### config.mk
export PLATFORM = sky130hd
export DESIGN_NAME = rx_align_crs
export DESIGN_NICKNAME = d
export VERILOG_FILES = /design/src/rtl/rx_align_pkg.sv /design/src/rtl/rx_bit_window.sv /design/src/rtl/rx_sym_counter.sv /design/src/rtl/rx_stream_fsm.sv /design/src/rtl/rx_align_crs.sv
export SDC_FILE = /design/constraint.sdc
export NUM_CORES = 1
export LEC_CHECK = 0
export ABC_AREA = 1
export BUFFER_PORTS_ARGS = -buffer_cell sky130_fd_sc_hd__buf_4
export CORE_MARGIN = 8
export CORE_UTILIZATION = 53
export CTS_BUF_LIST = sky130_fd_sc_hd__clkbuf_2 sky130_fd_sc_hd__clkbuf_4 sky130_fd_sc_hd__clkbuf_8
export CTS_CLUSTER_SIZE = 25
export DETAILED_ROUTE_END_ITERATION = 6
export MAX_ROUTING_LAYER = met4
export PLACE_DENSITY_LB_ADDON = 0.05
export SLEW_MARGIN = 30
export SYNTH_ARGS = -nofsm -noshare
export SYNTH_HDL_FRONTEND = slang
export SYNTH_SLANG_ARGS = --single-unit
### constraint.sdc
create_clock -name clk_i -period 1.37 [get_ports clk_i]
set_input_delay 0.137 -clock clk_i [delete_from_list [all_inputs] [get_ports clk_i]]
set_output_delay 0.137 -clock clk_i [all_outputs]
set_load 0.005 [all_outputs]
### src/rtl/rx_align_pkg.sv
package rx_align_pkg;
  localparam int SYM_W = 5;
  localparam int WIN_W = 2 * SYM_W;
  localparam int CNT_W = $clog2(SYM_W);

  typedef logic [SYM_W-1:0] sym_t;

  localparam sym_t SYM_IDLE = 5'b11111;
  localparam sym_t SYM_J    = 5'b11000;
  localparam sym_t SYM_K    = 5'b10001;
  localparam sym_t SYM_T    = 5'b01101;
  localparam sym_t SYM_R    = 5'b00111;

  typedef enum logic [1:0] {
    ST_HUNT,
    ST_CONFIRM,
    ST_STREAM,
    ST_REJECT
  } rx_state_e;
endpackage

### src/rtl/rx_bit_window.sv
module rx_bit_window
  import rx_align_pkg::*;
(
  input  logic             clk_i,
  input  logic             rst_ni,
  input  logic             bit_i,
  output sym_t             grp_o,
  output logic             sof_hit_o,
  output logic             all_idle_o
);
  logic [WIN_W-2:0] hist_q;
  logic [WIN_W-1:0] win_next;

  assign win_next   = {hist_q, bit_i};
  assign grp_o      = win_next[SYM_W-1:0];
  assign sof_hit_o  = (win_next == {SYM_IDLE, SYM_J});
  assign all_idle_o = &win_next;

  always_ff @(posedge clk_i or negedge rst_ni) begin
    if (!rst_ni) hist_q <= '0;
    else         hist_q <= win_next[WIN_W-2:0];
  end
endmodule

### src/rtl/rx_sym_counter.sv
module rx_sym_counter
  import rx_align_pkg::*;
(
  input  logic clk_i,
  input  logic rst_ni,
  input  logic clr_i,
  output logic done_o
);
  localparam logic [CNT_W-1:0] LAST = CNT_W'(SYM_W - 1);
  logic [CNT_W-1:0] cnt_q;

  assign done_o = (cnt_q == LAST);

  always_ff @(posedge clk_i or negedge rst_ni) begin
    if (!rst_ni)     cnt_q <= '0;
    else if (clr_i)  cnt_q <= '0;
    else if (done_o) cnt_q <= '0;
    else             cnt_q <= cnt_q + 1'b1;
  end
endmodule

### src/rtl/rx_stream_fsm.sv
module rx_stream_fsm
  import rx_align_pkg::*;
(
  input  logic clk_i,
  input  logic rst_ni,
  input  logic sof_hit_i,
  input  logic grp_done_i,
  input  sym_t grp_i,
  input  logic all_idle_i,
  output logic hunting_o,
  output logic rx_carrier_o,
  output sym_t grp_o,
  output logic grp_valid_o,
  output logic false_carrier_o,
  output logic eos_o
);
  rx_state_e state_q;
  logic      t_pend_q;
  logic      idle_pend_q;

  assign hunting_o    = (state_q == ST_HUNT);
  assign rx_carrier_o = (state_q == ST_CONFIRM) || (state_q == ST_STREAM);

  always_ff @(posedge clk_i or negedge rst_ni) begin
    if (!rst_ni) begin
      state_q         <= ST_HUNT;
      t_pend_q        <= 1'b0;
      idle_pend_q     <= 1'b0;
      grp_o           <= '0;
      grp_valid_o     <= 1'b0;
      false_carrier_o <= 1'b0;
      eos_o           <= 1'b0;
    end else begin
      grp_valid_o     <= 1'b0;
      false_carrier_o <= 1'b0;
      eos_o           <= 1'b0;
      unique case (state_q)
        ST_HUNT: if (sof_hit_i) state_q <= ST_CONFIRM;
        ST_CONFIRM: if (grp_done_i) begin
          t_pend_q    <= 1'b0;
          idle_pend_q <= 1'b0;
          if (grp_i == SYM_K) begin
            state_q <= ST_STREAM;
          end else begin
            state_q         <= ST_REJECT;
            false_carrier_o <= 1'b1;
          end
        end
        ST_STREAM: if (grp_done_i) begin
          if (t_pend_q && grp_i == SYM_R) begin
            state_q <= ST_HUNT;
            eos_o   <= 1'b1;
          end else if (idle_pend_q && grp_i == SYM_IDLE) begin
            state_q <= ST_HUNT;
          end else if (grp_i == SYM_T) begin
            t_pend_q    <= 1'b1;
            idle_pend_q <= 1'b0;
          end else begin
            grp_o       <= grp_i;
            grp_valid_o <= 1'b1;
            t_pend_q    <= 1'b0;
            idle_pend_q <= (grp_i == SYM_IDLE);
          end
        end
        ST_REJECT: if (all_idle_i) state_q <= ST_HUNT;
        default: state_q <= ST_HUNT;
      endcase
    end
  end
endmodule

### src/rtl/rx_align_crs.sv
module rx_align_crs
  import rx_align_pkg::*;
(
  input  logic             clk_i,
  input  logic             rst_ni,
  input  logic             rx_bit_i,
  input  logic             full_duplex_i,
  input  logic             tx_en_i,
  output logic             crs_o,
  output logic             false_carrier_o,
  output logic [SYM_W-1:0] grp_o,
  output logic             grp_valid_o,
  output logic             eos_o
);
  sym_t win_grp;
  logic sof_hit, all_idle, grp_done, hunting, rx_carrier;

  rx_bit_window u_win (
    .clk_i      (clk_i),
    .rst_ni     (rst_ni),
    .bit_i      (rx_bit_i),
    .grp_o      (win_grp),
    .sof_hit_o  (sof_hit),
    .all_idle_o (all_idle)
  );

  // boundary restarts on the lock so the next group is K
  rx_sym_counter u_cnt (
    .clk_i  (clk_i),
    .rst_ni (rst_ni),
    .clr_i  (sof_hit & hunting),
    .done_o (grp_done)
  );

  rx_stream_fsm u_fsm (
    .clk_i           (clk_i),
    .rst_ni          (rst_ni),
    .sof_hit_i       (sof_hit),
    .grp_done_i      (grp_done),
    .grp_i           (win_grp),
    .all_idle_i      (all_idle),
    .hunting_o       (hunting),
    .rx_carrier_o    (rx_carrier),
    .grp_o           (grp_o),
    .grp_valid_o     (grp_valid_o),
    .false_carrier_o (false_carrier_o),
    .eos_o           (eos_o)
  );

  assign crs_o = rx_carrier | (~full_duplex_i & tx_en_i);
endmodule

# Word-level counts from Yosys, hierarchy flattened
# Index checks and enable logic that the tools add are counted.
dict set report totals {
  word_cells 74
  memories 0
  ff_bits 24
  input_bits 5
  ram_bits 0
  latch_bits 0
  romBits 0
  output_inout_bits 9
}
dict set report classes {
  shifts 0
  mux 32
  n_addsub 1
  bitwise 7
  n_mul 0
  n_lt_le_gt_ge 0
  div_mod_pow 0
  eq_ne 16
  reduce_logical 9
}
# op n
set ops {}
lappend ops {{$mux W1} 21}
lappend ops {{$reduce_and A5 Y1} 3}
lappend ops {{$mux W2} 6}
lappend ops {{$ne A2 B2 Y1 const B} 6}
lappend ops {{$eq A10 B10 Y1 const B} 1}
lappend ops {{$eq A5 B5 Y1 const B} 2}
lappend ops {{$reduce_and A10 Y1} 1}
lappend ops {{$pmux W2 S4} 1}
lappend ops {{$mux W3} 2}
lappend ops {{$eq A5 B3 Y1 const B} 1}
lappend ops {{$eq A5 B4 Y1 const B} 1}
lappend ops {{$eq A2 B2 Y1 const B} 2}
lappend ops {{$not A1 Y1} 4}
lappend ops {{$pmux W1 S2} 2}
lappend ops {{$add A3 B1 Y3 const B} 1}
lappend ops {{$eq A3 B3 Y1 const B} 1}
lappend ops {{$ne A3 B3 Y1 const B} 1}
lappend ops {{$and A1 B1 Y1} 2}
lappend ops {{$eq A2 B1 Y1 const B} 1}
lappend ops {{$logic_and A1 B1 Y1} 2}
lappend ops {{$logic_not A2 Y1} 1}
lappend ops {{$reduce_bool A2 Y1} 1}
lappend ops {{$logic_or A1 B1 Y1} 1}
lappend ops {{$or A1 B1 Y1} 1}

# Depth between registers and ports, before layout
dict set report depth {
  word_depth 6
  ltp_mapped 9
  mapped_depth_nobuf 9
}

# Modules after synthesis
# From an unflattened synthesis, not the netlist that was laid out.
dict set report hier_totals {
  hier_cells 138
  area_unflattened_um2 1229.9
}
# module cells_each seq_area_each_um2 area_each_um2 instances
set by_module_without_submodules {}
lappend by_module_without_submodules {rx_stream_fsm 85 300.3 728.2 1}
lappend by_module_without_submodules {rx_bit_window 27 225.2 317.8 1}
lappend by_module_without_submodules {rx_sym_counter 20 75.1 161.4 1}
lappend by_module_without_submodules {rx_align_crs 6 0.0 22.5 1}

# Least setup slack after synthesis
# OpenSTA, ideal clock, no wires.
dict set report synth_path {
  path_kind {flip-flop to flip-flop}
  start {reg u_fsm.state_q[0]}
  end {reg u_fsm.idle_pend_q}
  synth_period_minus_slack_ns 1.278
  slack_ns 0.092
  t_arrival_ns 1.152
  required_time_ns 1.244
  path_buffers 0
  setup_time_ns 0.126
  stages_incl_launch_ff 7
  path_cell_list {dfrtp_1 -> inv_1 -> ha_1 -> inv_1 -> or2_1 -> nand2_1 -> o21ai_0}
}
dict set report synth_via {
  elab_chain_cells 3
  word_cells_on_any_way 9
  classes_between {eq/ne: 6; mux: 1; reduce/logical: 2}
}
# item line
set synth_lines {}
lappend synth_lines {{start: declaration} rx_stream_fsm.sv:17} ;# rx_state_e state_q;
lappend synth_lines {{start signal: assignment} rx_stream_fsm.sv:26} ;# state_q <= ST_HUNT;
lappend synth_lines {{start signal: assignment} rx_stream_fsm.sv:38} ;# ST_HUNT: if (sof_hit_i) state_q <= ST_CONFIRM;
lappend synth_lines {{start signal: assignment} rx_stream_fsm.sv:43} ;# state_q <= ST_STREAM;
lappend synth_lines {{$eq A2 B2 Y1 or $eq A2 B1 Y1 (tied branches)} rx_stream_fsm.sv:37} ;# unique case (state_q)
lappend synth_lines {{$ne A2 B2 Y1 (no line) or $reduce_bool A2 Y1 (tied branches)} n/a}
lappend synth_lines {{$reduce_and A5 Y1 (no line)} n/a}
lappend synth_lines {{end signal: assignment} rx_stream_fsm.sv:62} ;# idle_pend_q <= (grp_i == SYM_IDLE);
lappend synth_lines {{end: declaration} rx_stream_fsm.sv:19} ;# logic idle_pend_q;
# Parallel ways exist; a longest one is shown, timed or not.
# A chain may end at the register's enable or synchronous reset.

# Worst setup path after layout
dict set report layout_path {
  start {reg u_fsm.state_q[0]}
  end {out crs_o}
}
dict set report layout_via {
  elab_chain_cells 3
  word_cells_on_any_way 4
  classes_between {eq/ne: 2; bitwise: 1; reduce/logical: 1}
}
# item line
set layout_lines {}
lappend layout_lines {{$eq A2 B1 Y1 or $eq A2 B2 Y1 (tied branches)} rx_stream_fsm.sv:22} ;# assign rx_carrier_o = (state_q == ST_CONFIRM) || (state_q == ST_STREAM);
lappend layout_lines {{$logic_or A1 B1 Y1 *} rx_stream_fsm.sv:22}
lappend layout_lines {{$or A1 B1 Y1 *} rx_align_crs.sv:50} ;# assign crs_o = rx_carrier | (~full_duplex_i & tx_en_i);
lappend layout_lines {{end: declaration} rx_align_crs.sv:9} ;# output logic crs_o,
# Every way passes the cells marked *; elsewhere a longest branch is shown, timed or not.

==> impl_summary.md <==
Run status
The flow ran to the end, but the final reports show violations. The checks that failed: setup timing.

Clock network
The clock sink count is 24. The total CTS buffers is 3. The maximum level of the CTS H-tree is 1. The CTS clock-pin slew for the worst setup and hold paths is 120 ps. The worst-case clock buffer depth is 2. TritonCTS built the clock tree.

The clock latency at the later pin of the worst-skew pair is 310 ps. The root buffer cell chosen for the clock tree is clkbuf_4.

Layout
The multi-input logic area is 558.0 um^2. The area used by sequential logic in the layout is 604.3 um^2. The layout has 148 filler cells. The library cells used most frequently in the layout, excluding fill and tap cells, are nand2_1, buf_4, dfrtp_1. Of the cells placed in the final design, the portion with a size suffix greater than 1 is 39.74%. The area added between synthesis and finish is 37.68%. 0 antenna diodes ended up in the layout. After routing the design area is 0.001531 mm^2. The final cell count without fillers is 183. The final layout net count is 170.

Leaving out fill and tap cells, the most frequent cell in the layout is nand2_1.

Setup path
The library cell contributing the largest single delay on the critical path is dfrtp_1. Data on the critical path arrives at its endpoint at 1370 ps. The number of buffer and inverter instances along the worst setup path is 3. STA classifies the critical path startpoint as a register.

STA classifies the critical path endpoint as a primary output. Walking the worst path, the cells encountered are inv_2 -> buf_6 -> ha_4 -> o21bai_4 -> buf_6. The worst setup path is of the register to primary output kind.

Counting stages on the worst path, the most repeated cell is buf_6. The largest single stage delay on the critical path is 400 ps. The flop-to-flop setup slack is -130 ps.

The kind of cell adding the most delay to the critical path is flip-flops. The maximum fanout along the worst path is 2. STA puts the critical path data required time at 1230 ps.

Logic synthesis
The mean instance size in the synthesized netlist is 9.043 um^2. By area the synthesized netlist is led by dfrtp_1, nand2_1, ha_1, inv_1, nand3_1. For this run, the number of Yosys warnings is 0. The distinct cell type count of the synthesized netlist is 18. The synthesized cell area is 0.001112 mm^2. The synthesized flop and latch total is 24. The synthesized design spends more area on one cell type than any other, namely dfrtp_1. The number of nets in the synthesized netlist is 135. After synthesis, flip-flops and latches occupy 53.99% of the total area.

The number of cells produced by synthesis is 123. The top cell type by area accounts for 53.99% of the synthesized area.

STA
The worst-margin pin slew is 297.5 ps. The final worst setup slack is -135.2 ps. Based on the critical path, the design can be clocked at up to 0.6644 GHz. The final hold violation count is 0. In this run the tightest slew margin relative to its limit is 80.16%. Setup violations remaining at the end of the flow were counted as 8. Across all hold checks on the routed design, the worst slack comes to 87.92 ps. The part of the cycle the worst path needs is 109.9%. Setup repair after global routing could not meet its margin everywhere. The largest clock skew in the final design is 8.005 ps. The number of pins with negative max-slew slack in the final report is 0.

For the finished layout, the period the worst path requires is 1505 ps.

Placement
The number of port buffers is 13. The cell count after placement is 168. Once placement finished, the instance area stood at 0.001281 mm^2.

The routability congestion estimate is 0.7429. Detailed placement ended at an HPWL of 1630 um.

Die
The die boundary height is 61.81 um. The total number of placement rows is 16. The width of the chip is 61.81 um. The initial utilization of the core area, before any placement, comes to 56.70%. The core region is 0.001962 mm^2. In this run the count of I/O pins placed on the die edge is 14. The die covers 0.003820 mm^2.

Detailed routing
The number of vias per cell is 4.918. The detail route stage leaves a number of antenna-violating nets equal to 0. In the final routed layout, each cell accounts on average for 13.09 um.

The detailed-routing iteration count for the pre-antenna-repair pass is 4. For this block, the routed nets add up to 2395 um of wire. The routed layout has 900 vias. The iteration-0 DRC count of the detailed router is 15. The number of DRC violations after detailed routing is 0.

GRT
The largest net degree at the start of global routing is 25. The routing usage on met3 is 5.761%. The total global routing overflow is 0.

In the global route stage, overall resource usage came out at 14.03%. The number of antenna violations at the first check in global routing is 0. For met1 alone, demand over resource in global routing was 13.95%. met2 is the most crowded layer. For met2 alone, demand over resource in global routing was 24.22%.

The number of global-route vias before repair was 915. The first global-routing pass estimated 3781 um of wire.

Min path
The type of the worst min-delay path is input port to register.

Power and ir drop
The worst vdd rail ir drop is 1.498 mV. In this run the static leakage power is 0.7703 nW. The areal power density over the cells is 1757 mW/mm^2.

Flow run
The number of max-capacitance violations reported is 0.
[cell type report]
| type | instances | area share [%] |
|---|---|---|
| inverters | 18 | 4.412 |
| flip-flops and latches | 24 | 39.46 |
| repair buffers | 30 | 16.01 |
| clock buffers | 3 | 1.471 |
| multi-input cells | 81 | 36.44 |
| well taps | 27 | 2.206 |
[path summary, 6_finish.rpt]
check / from / to / cells after the start
max reg2reg: u_fsm.state_q[0] / u_fsm.state_q[1] / 9
max: u_fsm.state_q[0] / crs_o / 5
min reg2reg: u_win.hist_q[7] / u_win.hist_q[8] / 0
min in group asynchronous: rst_ni / u_fsm.grp_o[0] / 2
min: rx_bit_i / u_fsm.grp_o[0] / 3
max in group asynchronous: rst_ni / u_win.hist_q[3] / 2
[per-stage QoR]
stage	power (W)	TNS (ps)	util [%]	worst slack, ps
final	0.002691	-778.6	78.06	-135.2
after global routing	0.002891	-1278	78.06	-186.4
after CTS	0.002389	-305.2	71.30	-137.9
after detailed placement	0.001911	0	65.31	15.57
after global placement	0.001873	0	65.31	44.57
after floorplan	0.001538	0	-	92.30
[worst register-to-register path: cells and delay by family (launching register included)]
| kind | cells | cell delay [ps] |
|---|---|---|
| AO/OA/AOI/OAI | 1 | 180 |
| adder cells (fa/ha/maj) | 1 | 170 |
| buffers and inverters | 3 | 240 |
| flip-flops | 1 | 400 |
| AND/OR/NAND/NOR | 4 | 380 |
[logic make-up after synthesis]
| kind of cell | share of synthesized area (%) |
|---|---|
| adders and majority gates | 7.874 |
| buffers and inverters | 6.074 |
| AOI/OAI and AO/OA | 4.500 |
| and+or+nand+nor | 27.56 |
| DFF | 53.99 |
[sequential cells by signal, summed over array words and instances, names as in the netlist]
signal,count
u_fsm.grp_o,5
u_fsm.eos_o,1
u_win.hist_q,9
u_fsm.idle_pend_q,1
u_cnt.cnt_q,3
u_fsm.false_carrier_o,1
u_fsm.t_pend_q,1
u_fsm.state_q,2
u_fsm.grp_valid_o,1
[synth_stat cells]
cell / count
nand3_2: 1
nand2_4: 1
dfrtp_1: 24
nand3b_1: 1
nand2_2: 2
o21bai_1: 3
o211ai_1: 1
or2_1: 1
nor2_2: 2
inv_1: 18
nand2_1: 32
nor3_1: 1
o21ai_0: 4
ha_1: 7
nor2_4: 1
nand4_1: 2
nor2_1: 10
nand3_1: 12
[layer usage]
metal	share of wire, %	wire (um)	vias up
li1	-	-	448
met1	40	963	433
met2	52	1253	15
met3	5.8	140	4
met4	1.5	37	0
met5	0	0	-
[power by group]
part           internal, W  switching (W)  total [W]
Combinational     0.000704       0.000702    0.00141
Sequential        0.000872       0.000123   0.000995
Clock             0.000103       0.000187   0.000290
[what timing repair did]
action / in CTS / in global routing
setup buffers: 5 / 5
hold buffers: 2 / 0
endpoints found under the setup margin: 2 / 13
gates resized for setup: 10 / 27
hold endpoints to repair: 25 / 0
pin swaps: 0 / 10
(Power assumes the default switching activity.)
